==> src/rtl/tbs_pkg.sv <==
package tbs_pkg;

  typedef enum logic [2:0] {
    ST_HOLD    = 3'd0,
    ST_PULSE   = 3'd1,
    ST_WAIT    = 3'd2,
    ST_RELEASE = 3'd3,
    ST_CAL     = 3'd4,
    ST_RUN     = 3'd5
  } tbs_state_e;

  // true when the cycle counted by cnt (0-based) is the last of a w-cycle pulse
  function automatic logic pulse_over(input int unsigned cnt, input int unsigned w);
    return (cnt + 1) >= w;
  endfunction

  // index of the first sample with the core reset released, counted from the held state
  function automatic int unsigned release_cycle(input int unsigned rdy_at,
                                                input int unsigned stages,
                                                input int unsigned pulse_w);
    int unsigned a;
    int unsigned b;
    a = rdy_at + stages + 1;
    b = pulse_w + 2;
    return (a > b) ? a : b;
  endfunction

endpackage

==> src/rtl/tbs_sync.sv <==
module tbs_sync #(
  parameter int STAGES = 2
) (
  input  logic clk,
  input  logic rst_n,
  input  logic d_i,
  output logic q_o
);
  logic [STAGES-1:0] sr;

  always_ff @(posedge clk or negedge rst_n) begin
    if (!rst_n) sr <= '0;
    else        sr <= {sr[STAGES-2:0], d_i};
  end

  assign q_o = sr[STAGES-1];
endmodule

==> src/rtl/tbs_pulse_timer.sv <==
module tbs_pulse_timer #(
  parameter int PULSE_W = 4
) (
  input  logic clk,
  input  logic rst_n,
  input  logic run_i,
  output logic last_o
);
  localparam int CW = $clog2(PULSE_W + 1);
  logic [CW-1:0] cnt;

  always_ff @(posedge clk or negedge rst_n) begin
    if (!rst_n)      cnt <= '0;
    else if (!run_i) cnt <= '0;
    else if (!last_o) cnt <= cnt + CW'(1);
  end

  assign last_o = tbs_pkg::pulse_over(32'(cnt), 32'(PULSE_W));
endmodule

==> src/rtl/tbs_fsm.sv <==
module tbs_fsm
  import tbs_pkg::*;
#(
  parameter bit USE_INT_CLKGEN = 1'b1
) (
  input  logic       clk,
  input  logic       rst_n,
  input  logic       start_i,
  input  logic       rdy_sync_i,
  input  logic       pulse_last_i,
  input  logic       cal_need_i,
  input  logic       cal_done_i,
  output tbs_state_e state_o
);
  tbs_state_e st_q, st_d;

  always_comb begin
    st_d = st_q;
    if (start_i) begin
      st_d = ST_HOLD;
    end else begin
      unique case (st_q)
        ST_HOLD:    st_d = USE_INT_CLKGEN ? ST_PULSE : ST_WAIT;
        ST_PULSE:   if (pulse_last_i) st_d = ST_WAIT;
        ST_WAIT:    if (rdy_sync_i) st_d = ST_RELEASE;
        ST_RELEASE: st_d = cal_need_i ? ST_CAL : ST_RUN;
        ST_CAL:     if (cal_done_i) st_d = ST_RUN;
        ST_RUN:     st_d = ST_RUN;
        default:    st_d = ST_HOLD;
      endcase
    end
  end

  always_ff @(posedge clk or negedge rst_n) begin
    if (!rst_n) st_q <= ST_HOLD;
    else        st_q <= st_d;
  end

  assign state_o = st_q;
endmodule

==> src/rtl/tx_bringup_seq.sv <==
module tx_bringup_seq
  import tbs_pkg::*;
#(
  parameter int PULSE_W        = 4,
  parameter int SYNC_STAGES    = 2,
  parameter bit USE_INT_CLKGEN = 1'b1
) (
  input  logic clk,
  input  logic rst_n,
  input  logic start_i,
  input  logic clk_rdy_i,
  input  logic cal_need_i,
  input  logic cal_done_i,
  output logic clkgen_rst_o,
  output logic core_rst_n_o,
  output logic cal_req_o,
  output logic link_en_o,
  output logic done_o,
  output logic busy_o
);
  logic       rdy_sync;
  logic       pulse_run;
  logic       pulse_last;
  tbs_state_e state;

  tbs_sync #(.STAGES(SYNC_STAGES)) u_sync (
    .clk(clk), .rst_n(rst_n), .d_i(clk_rdy_i), .q_o(rdy_sync)
  );

  assign pulse_run = (state == ST_PULSE);

  generate
    if (USE_INT_CLKGEN) begin : g_int
      tbs_pulse_timer #(.PULSE_W(PULSE_W)) u_timer (
        .clk(clk), .rst_n(rst_n), .run_i(pulse_run), .last_o(pulse_last)
      );
    end else begin : g_ext
      assign pulse_last = 1'b1;
    end
  endgenerate

  tbs_fsm #(.USE_INT_CLKGEN(USE_INT_CLKGEN)) u_fsm (
    .clk(clk), .rst_n(rst_n), .start_i(start_i), .rdy_sync_i(rdy_sync),
    .pulse_last_i(pulse_last), .cal_need_i(cal_need_i),
    .cal_done_i(cal_done_i), .state_o(state)
  );

  assign clkgen_rst_o = pulse_run;
  assign core_rst_n_o = (state == ST_RELEASE) || (state == ST_CAL) || (state == ST_RUN);
  assign cal_req_o    = (state == ST_CAL);
  assign link_en_o    = (state == ST_RUN);
  assign done_o       = (state == ST_RUN);
  assign busy_o       = (state != ST_RUN);
endmodule

==> config.mk <==
export PLATFORM = sky130hd
export DESIGN_NAME = tx_bringup_seq
export DESIGN_NICKNAME = d
export VERILOG_FILES = /design/src/rtl/tbs_pkg.sv /design/src/rtl/tbs_sync.sv /design/src/rtl/tbs_pulse_timer.sv /design/src/rtl/tbs_fsm.sv /design/src/rtl/tx_bringup_seq.sv
export SDC_FILE = /design/constraint.sdc
export NUM_CORES = 1
export LEC_CHECK = 0
export ABC_AREA = 0
export ABC_CLOCK_PERIOD_IN_PS = 1640
export BUFFER_PORTS_ARGS = -buffer_cell sky130_fd_sc_hd__clkbuf_2
export CAP_MARGIN = 15
export CORE_MARGIN = 2
export CORE_UTILIZATION = 30
export DETAILED_ROUTE_END_ITERATION = 16
export GPL_TIMING_DRIVEN = 0
export HOLD_SLACK_MARGIN = 0.05
export RECOVER_POWER = 50
export SETUP_SLACK_MARGIN = 0.05
export SLEW_MARGIN = 20
export SYNTH_ARGS = -nofsm -noshare
export SYNTH_HDL_FRONTEND = slang
export SYNTH_SLANG_ARGS = --single-unit
==> constraint.sdc <==
create_clock -name clk -period 1.64 [get_ports clk]
set_clock_uncertainty 0.2 [all_clocks]
set_input_delay 0.164 -clock clk [delete_from_list [all_inputs] [get_ports clk]]
set_output_delay 0.164 -clock clk [all_outputs]
set_load 0.01 [all_outputs]
==> impl_results.md, run 1 <==
* Sequential group share of total power at 41.3%
* Most frequent cells after synthesis: 8 x dfrtp_1, 4 x nand2_1, 3 x inv_1
* Ys async rst share at 100%
* Critical Path Sink Type: register
* Synth-to-Final Area Change at 56.4%
* Synth cell types at 24
* Tot Pwr at 0.629 mW
* Die span in y at around 40 um
* Routed Antenna Nets at 0
* Vias per inst at about 4.7
* Fill count at ~130
* Crit start category: register
* Final hold violations at 0
* CTS tree: yes
* Wire length per cell at about 11 um
* Unrepaired setup endpoints after global routing: true
* PortBufs at 11
* Die Area at 0.00167 sq mm
* HP Class: in -> reg
* Gr ovfl total at 0
* Syn nets at 46
* Yosys top cell by area: dfrtp_1
* Max VDD drop at around 0.57 mV
* Longest Clk Path Bufs at 2
* Top-area cell type share of the netlist area at between 40% and 50%
* Placed cell count at 65
* Core Area at between 0.001 and 0.0015 sq mm
* Post-layout min period at 1.51 ns
* Post-Synthesis Cells at 39
* CP max stage cell: dfrtp_1
* Vias at 365
* Worst-Skew Late Latency at between 0.2 and 0.3 ns
* Die width at 40.9 um
* Crit-path max cell delay at approximately 0.39 ns
* Gr usage total at between 10% and 20%
* 1st-pass router iterations at 2
* Vias in the first global route at between 300 and 400
* Sequential area share after synthesis at between 40% and 50%
* Max Slew Vio Count at 0
* Detail Placement HPWL at around 570 um
* Fin crit share at a little over 90%
* Total Wirelength at 879 um
* Clock root cell: clkbuf_4
* Primary FF master, synth: dfrtp_1
* Initial Util at about a third
* Slew margin rel. at between 70 and 80%
* Worst EP arrival at 1.43 ns
* Final non-filler cell total at between 70 and 80
* Sw frac at between 30 and 40%
* Setup TNS at 0 ns
* Ports at 12
* Antenna cells at 0
* Mapped Avg Cell Area at 10.5 sq um
* DRT iter0 DRCs at 2
* CTS sink count at 8
* Most common cell in the netlist: dfrtp_1
* Post-synth EDFFs at 0
* Row cnt at 13
* Critical path, cell by cell: ha_2 -> a21boi_4 -> a2111oi_4 -> o22ai_1
* Largest net degree at the start of global routing at 10
* GPL Wtd Cong at 0.738
* Power share of the clock group at 23.3%
* NumNets Final at just over 70
* Layout cell share with drive strength beyond 1 at approximately half
* Area of the mapped netlist at roughly 400 sq um
* Initial antenna violation count at 0
* Status: completed
* First-pass GRT wire length at around 1300 um
* Htree depth at 1
* Total CTS buffers at 3
* Largest fanout on the critical path at 3
* Synth top area cells: dfrtp_1 49%, mux2i_1 4.9%, nor3b_4 4.6%
* Setup CP Type: reg -> reg
* Fmax at approximately 660 MHz
* DRC viols at 0
* Worst-margin pin slew at roughly 0.43 ns
* Synth warnings at 0
* Switching power total at just under 0.2 mW
* Seq cells post-synth at 8
* Combinational Power Share at 35.4%
* Leakage at 0.292 nW
* Max-cap viol count at 0
* CTS clock-pin slew for the worst setup and hold paths at roughly 0.05 ns
* Setup Viol. Count Final at 0
* Int Pwr at about 0.43 mW
* PwrDens at about 1000 mW/mm^2
* Critical Path RT at 1.56 ns
final timing paths:
path                                                   from                          endpoint  slack, ns  cells past startpoint
max in group asynchronous                             rst_n      u_fsm.state_o[2]$_DFFE_PN0P_       0.75                      2
min in group asynchronous                             rst_n  g_int.u_timer.cnt[1]$_DFFE_PN0P_       0.16                      2
max reg2reg                g_int.u_timer.cnt[1]$_DFFE_PN0P_      u_fsm.state_o[0]$_DFFE_PN0P_       0.13                      4
max                        g_int.u_timer.cnt[1]$_DFFE_PN0P_      u_fsm.state_o[0]$_DFFE_PN0P_       0.13                      4
min                                              cal_done_i      u_fsm.state_o[0]$_DFFE_PN0P_       0.09                      3
min reg2reg                          u_sync.sr[0]$_DFF_PN0_            u_sync.sr[1]$_DFF_PN0_       0.15                      0
power groups by stage:
stage	clock (mW)	sequential [mW]	combinational [mW]
floorplan	0	0.255	0.103
global placement	0	0.262	0.137
detailed placement	0	0.262	0.140
CTS	0.154	0.260	0.168
global route	0.169	0.263	0.252
finish	0.147	0.260	0.222
logic make-up (layout without fill, tap and decap cells):
family / after synthesis / after routing / synth area share, %
compound gates: 8 / 8 / 13.2
fa+ha+maj: 1 / 1 / 3.07
buf+inv: 5 / 28 / 5.83
flops: 8 / 8 / 49.1
mux: 2 / 2 / 4.91
simple gates: 15 / 15 / 23.9
registers in the layout, indices dropped and copies added, names as in the netlist:
name               flops
u_fsm.state_o          3
g_int.u_timer.cnt      3
u_sync.sr              2
per-layer routing:
| metal | wire length (um) | global-route usage, % | up-vias |
|---|---|---|---|
| met4 | 0 | 7.50 | 0 |
| met2 | 462 | 17.2 | 6 |
| met3 | 31 | 1.63 | 0 |
| met5 | 0 | 0 | - |
| li1 | - | - | 186 |
| met1 | 386 | 16.4 | 173 |
layout make-up:
type,count,area [sq um],area share (%)
inverter,3,13.8,2.16
clock buffer,3,22.5,3.53
tap,15,18.8,2.94
multi-input combinational,26,225,35.3
buffer,2,18.8,2.94
sequential,8,201,31.6
timing repair buffer,20,138,21.6
metrics by stage:
step                      instance area (sq um)  setup slack [ns]  hold slack (ns)  util (%)
after floorplan                             408            0.0878           -0.332         -
after global placement                      482           -0.0164           -0.174      37.5
after detailed placement                    482            0.0189           -0.177      37.5
after CTS                                   563            0.0365           0.0851      43.8
after global routing                        638            0.0418            0.147      49.7
final                                       638             0.131           0.0941      49.7
layout by cell type, fill, tap and decap left out, types with 2 or more instances in the layout:
cell	netlist	routed
buf_6	0	2
clkbuf_2	0	9
dlygate4sd3_1	0	4
clkbuf_4	0	3
mux2i_1	2	2
buf_4	1	6
dfrtp_1	8	7
nand2_1	4	4
worst max-delay path, delay by kind of cell (launching register included):
family                   cells  cell delay [ns]
flip-flops                   1             0.39
AO/OA/AOI/OAI                3             0.59
adder cells (fa/ha/maj)      1             0.19
what timing repair did:
action / in CTS / in global routing
setup buffers: 1 / 4
endpoints found under the setup margin: 5 / 5
hold endpoints to repair: 11 / 0
pin swaps: 2 / 3
hold buffers: 4 / 0
resized for setup: 5 / 11
Note: power is estimated with default switching activity, not from simulation.
==> run 2: changes to the inputs <==
--- a/config.mk
+++ b/config.mk
@@ -5,7 +5,7 @@
 export SDC_FILE = /design/constraint.sdc
 export NUM_CORES = 1
 export LEC_CHECK = 0
-export ABC_AREA = 0
+export ABC_AREA = 1
 export ABC_CLOCK_PERIOD_IN_PS = 1640
 export BUFFER_PORTS_ARGS = -buffer_cell sky130_fd_sc_hd__clkbuf_2
 export CAP_MARGIN = 15
@@ -13,7 +13,7 @@
 export CORE_UTILIZATION = 30
 export DETAILED_ROUTE_END_ITERATION = 16
 export GPL_TIMING_DRIVEN = 0
-export HOLD_SLACK_MARGIN = 0.05
+export HOLD_SLACK_MARGIN = 0.15
 export RECOVER_POWER = 50
 export SETUP_SLACK_MARGIN = 0.05
 export SLEW_MARGIN = 20
==> run 2 against run 1 <==
Largest power group is now combinational logic. Hold slack gained 0.060 ns. Clock power barely moved. Sequential power grew 15%. Core utilization decreased by 3.4 points. Sequential share of layout area is 1.3 points higher. Critical endpoint is now link_en_o.
==> impl_results.md, run 2 <==
* Status: completed
* Die span in y at 41.8 um
* Sequential area share after synthesis at 46.6%
* Clock root cell: clkbuf_4
* CP delay by family, top: flip-flops
* Post-Synthesis Cells at 56
* Synth Area in Compound Gates at 7.87%
* Vias per inst at about 4.6
* Die Area at between 0.0015 and 0.002 sq mm
* Synth-to-Final Area Change at 42.0%
* Most frequent cells after synthesis: 10 x nand3_1, 9 x nand2_1, 8 x dfrtp_1, 8 x nor2_1, 6 x inv_1
* R2r setup slk at around 0.15 ns
* Area of the mapped netlist at 429 sq um
* Vias at roughly 430
* Leakage at 0.315 nW
* Final hold violations at 0
* Primary FF master, synth: dfrtp_1
* CTS clock-pin slew for the worst setup and hold paths at about 0.06 ns
* CTS tree: yes
* Synth top area cells: dfrtp_1 47%, nand3_1 12%, nand2_1 7.9%
* PwrDens at approximately 1300 mW/mm^2
* Worst path depth at 4
* CP Capture Point: link_en_o
* Synth warnings at 0
* DRT iter0 DRCs at 5
* Yosys top cell by area: dfrtp_1
* Fin crit share at between 90% and 100%
* Buf/Inv on CP at 2
* Largest family of logic cells by synthesized area: simple AND/OR/NAND/NOR gates
* Post-Synth Adder-Cell Area at 2.92%
* 1st-pass router iterations at 4
* Simple-gate share of the synthesized area at approximately 33%
* Ys async rst share at between 90% and 100%
* Gr ovfl total at 0
* Core Area at about 0.0013 sq mm
* Fmax at between 600 and 700 MHz
* Longest Clk Path Bufs at 2
* Initial antenna violation count at 0
* Unrepaired setup endpoints after global routing: true
* Total CTS buffers at 3
* Critical path, cell by cell: nand2_2 -> nor2_4 -> buf_4 -> clkbuf_2
* Critical Path RT at 1.28 ns
* Slew margin rel. at ~75%
* Worst slack, placed at around 0.2 ns
* Worst-margin pin slew at 0.376 ns
* Largest fanout on the critical path at 6
* Fill count at around 140
* Crit start category: register
* Post-synth EDFFs at 0
* First-pass GRT wire length at roughly 1400 um
* Most frequent cells in the layout: 11 x clkbuf_2, 10 x nand3_1, 9 x nand2_1, 8 x dfrtp_1, 7 x nor2_1
* NumNets Final at 88
* Critical Path Sink Type: output port
* GPL Wtd Cong at 0.781
* Worst-Skew Late Latency at ~0.25 ns
* Max Slew Vio Count at 0
* Die width at between 40 and 50 um
* Post-layout min period at 1.58 ns
* DRC viols at 0
* Wire length per cell at 9.73 um
* Setup Viol. Count Final at 0
* HP Class: reg -> reg
* Most common cell after layout, fill and taps aside: clkbuf_2
* Synth cell types at 15
* Crit path launch: u_fsm.state_o[2]$_DFFE_PN0P_
* Routed Antenna Nets at 0
* Worst r2r path cells at 6
* Vias in the first global route at 336
* Initial Util at between 30% and 40%
* CP max stage cell: dfrtp_1
* Fin area at a little over 600 sq um
* PortBufs at 11
* Crit-path max cell delay at about 0.47 ns
* CTS sink count at 8
* Top-area cell type share of the netlist area at a little under half
* Worst EP arrival at 1.21 ns
* Area of the multi-input gates at roughly 190 sq um
* Fin Hold WS at 0.154 ns
* Most common cell in the netlist: nand3_1
* Layout cell share with drive strength beyond 1 at between 30% and 40%
* Reg area at roughly 200 sq um
* Syn nets at 63
* Antenna cells at 0
* Gr usage total at 10.6%
* Total Wirelength at ~900 um
* XOR/XNOR share of the synthesized area at 0%
* Post-synthesis mux area share at 0%
* Reg2reg start: g_int.u_timer.cnt[0]$_DFFE_PN0P_
* Worst R2R End: u_fsm.state_o[1]$_DFFE_PN0P_
* Largest net degree at the start of global routing at 9
* Area after DPL at around 500 sq um
* Max-cap viol count at 0
* Final setup margin at 0.0628 ns
* Setup CP Type: reg -> out
* Row cnt at 13
* Detail Placement HPWL at around 630 um
* Ports at 12
* Seq cells post-synth at 8
* Htree depth at 1
* Max VDD drop at 0.549 mV
* Mapped Avg Cell Area at approximately 7.7 sq um
-- run 2: cell types whose count changed in the layout (fill, tap and decap cells not counted), sizes merged, moves of 4 or more --
cell / change
nand3: +8
buf: -4
nor2: +8
nand2: +7
inv: +6
-- run 2: per-layer routing --
layer / global-route usage [%] / share of wire, %
met2: 16.6 / 50
met1: 12.4 / 44
met5: 0 / 0
met3: 2.61 / 4.2
met4: 7.74 / 0.77
-- run 2: area by class of cell --
| class | instances | share of cell area [%] |
|---|---|---|
| Timing Repair Buffer | 20 | 22.6 |
| Inverter | 9 | 5.54 |
| Buffer | 1 | 1.23 |
| Multi-Input combinational cell | 38 | 31.0 |
| Sequential cell | 8 | 32.9 |
| Tap cell | 15 | 3.08 |
| Clock buffer | 3 | 3.70 |
-- run 2: cells by family (layout without fill, tap and decap cells) --
logic type | count (synthesis) | in the layout
and+or+nand+nor | 31 | 31
buffers and inverters | 10 | 33
DFF | 8 | 8
AOI/OAI and AO/OA | 6 | 6
adders and majority gates | 1 | 1
-- run 2: worst register-to-register path, cell delays in order, from the launching register on --
cell and delay [ns]:
dfrtp_1 0.39, ha_1 0.21, or2_0 0.24, nand2_1 0.14, nand2_2 0.08, nand3_1 0.08, nand2_1 0.05
-- run 2: where the power goes --
group          internal [mW]  switching, mW
sequential             0.247         0.0510
combinational          0.163          0.208
clock                 0.0837         0.0661
-- run 2: per-stage QoR --
step           power (mW)  util (%)  std cells  setup TNS, ns
2_1_floorplan       0.521         -         56              0
3_3_place_gp        0.608      38.2         82              0
3_5_place_dp        0.610      38.2         82              0
4_1_cts             0.794      45.4         92              0
5_1_grt             0.888      46.2         94        -0.0221
6_report            0.819      46.2         94              0
-- run 2: worst min-delay path by stage --
stage,start,cells past startpoint,to
final,u_sync.sr[0]$_DFF_PN0_,0,u_sync.sr[1]$_DFF_PN0_
after global routing,u_sync.sr[0]$_DFF_PN0_,0,u_sync.sr[1]$_DFF_PN0_
after CTS,u_sync.sr[0]$_DFF_PN0_,0,u_sync.sr[1]$_DFF_PN0_
after detailed placement,rst_n,1,g_int.u_timer.cnt[0]$_DFFE_PN0P_
after global placement,rst_n,1,g_int.u_timer.cnt[0]$_DFFE_PN0P_
after floorplan,rst_n,0,g_int.u_timer.cnt[0]$_DFFE_PN0P_
-- run 2: what timing repair did --
item	4_1_cts	5_1_grt
hold buffers	6	0
setup buffers	1	2
endpoints found under the setup margin	2	3
pin swaps	1	0
gates resized for setup	2	1
cloned	0	0
hold endpoints to repair	12	0
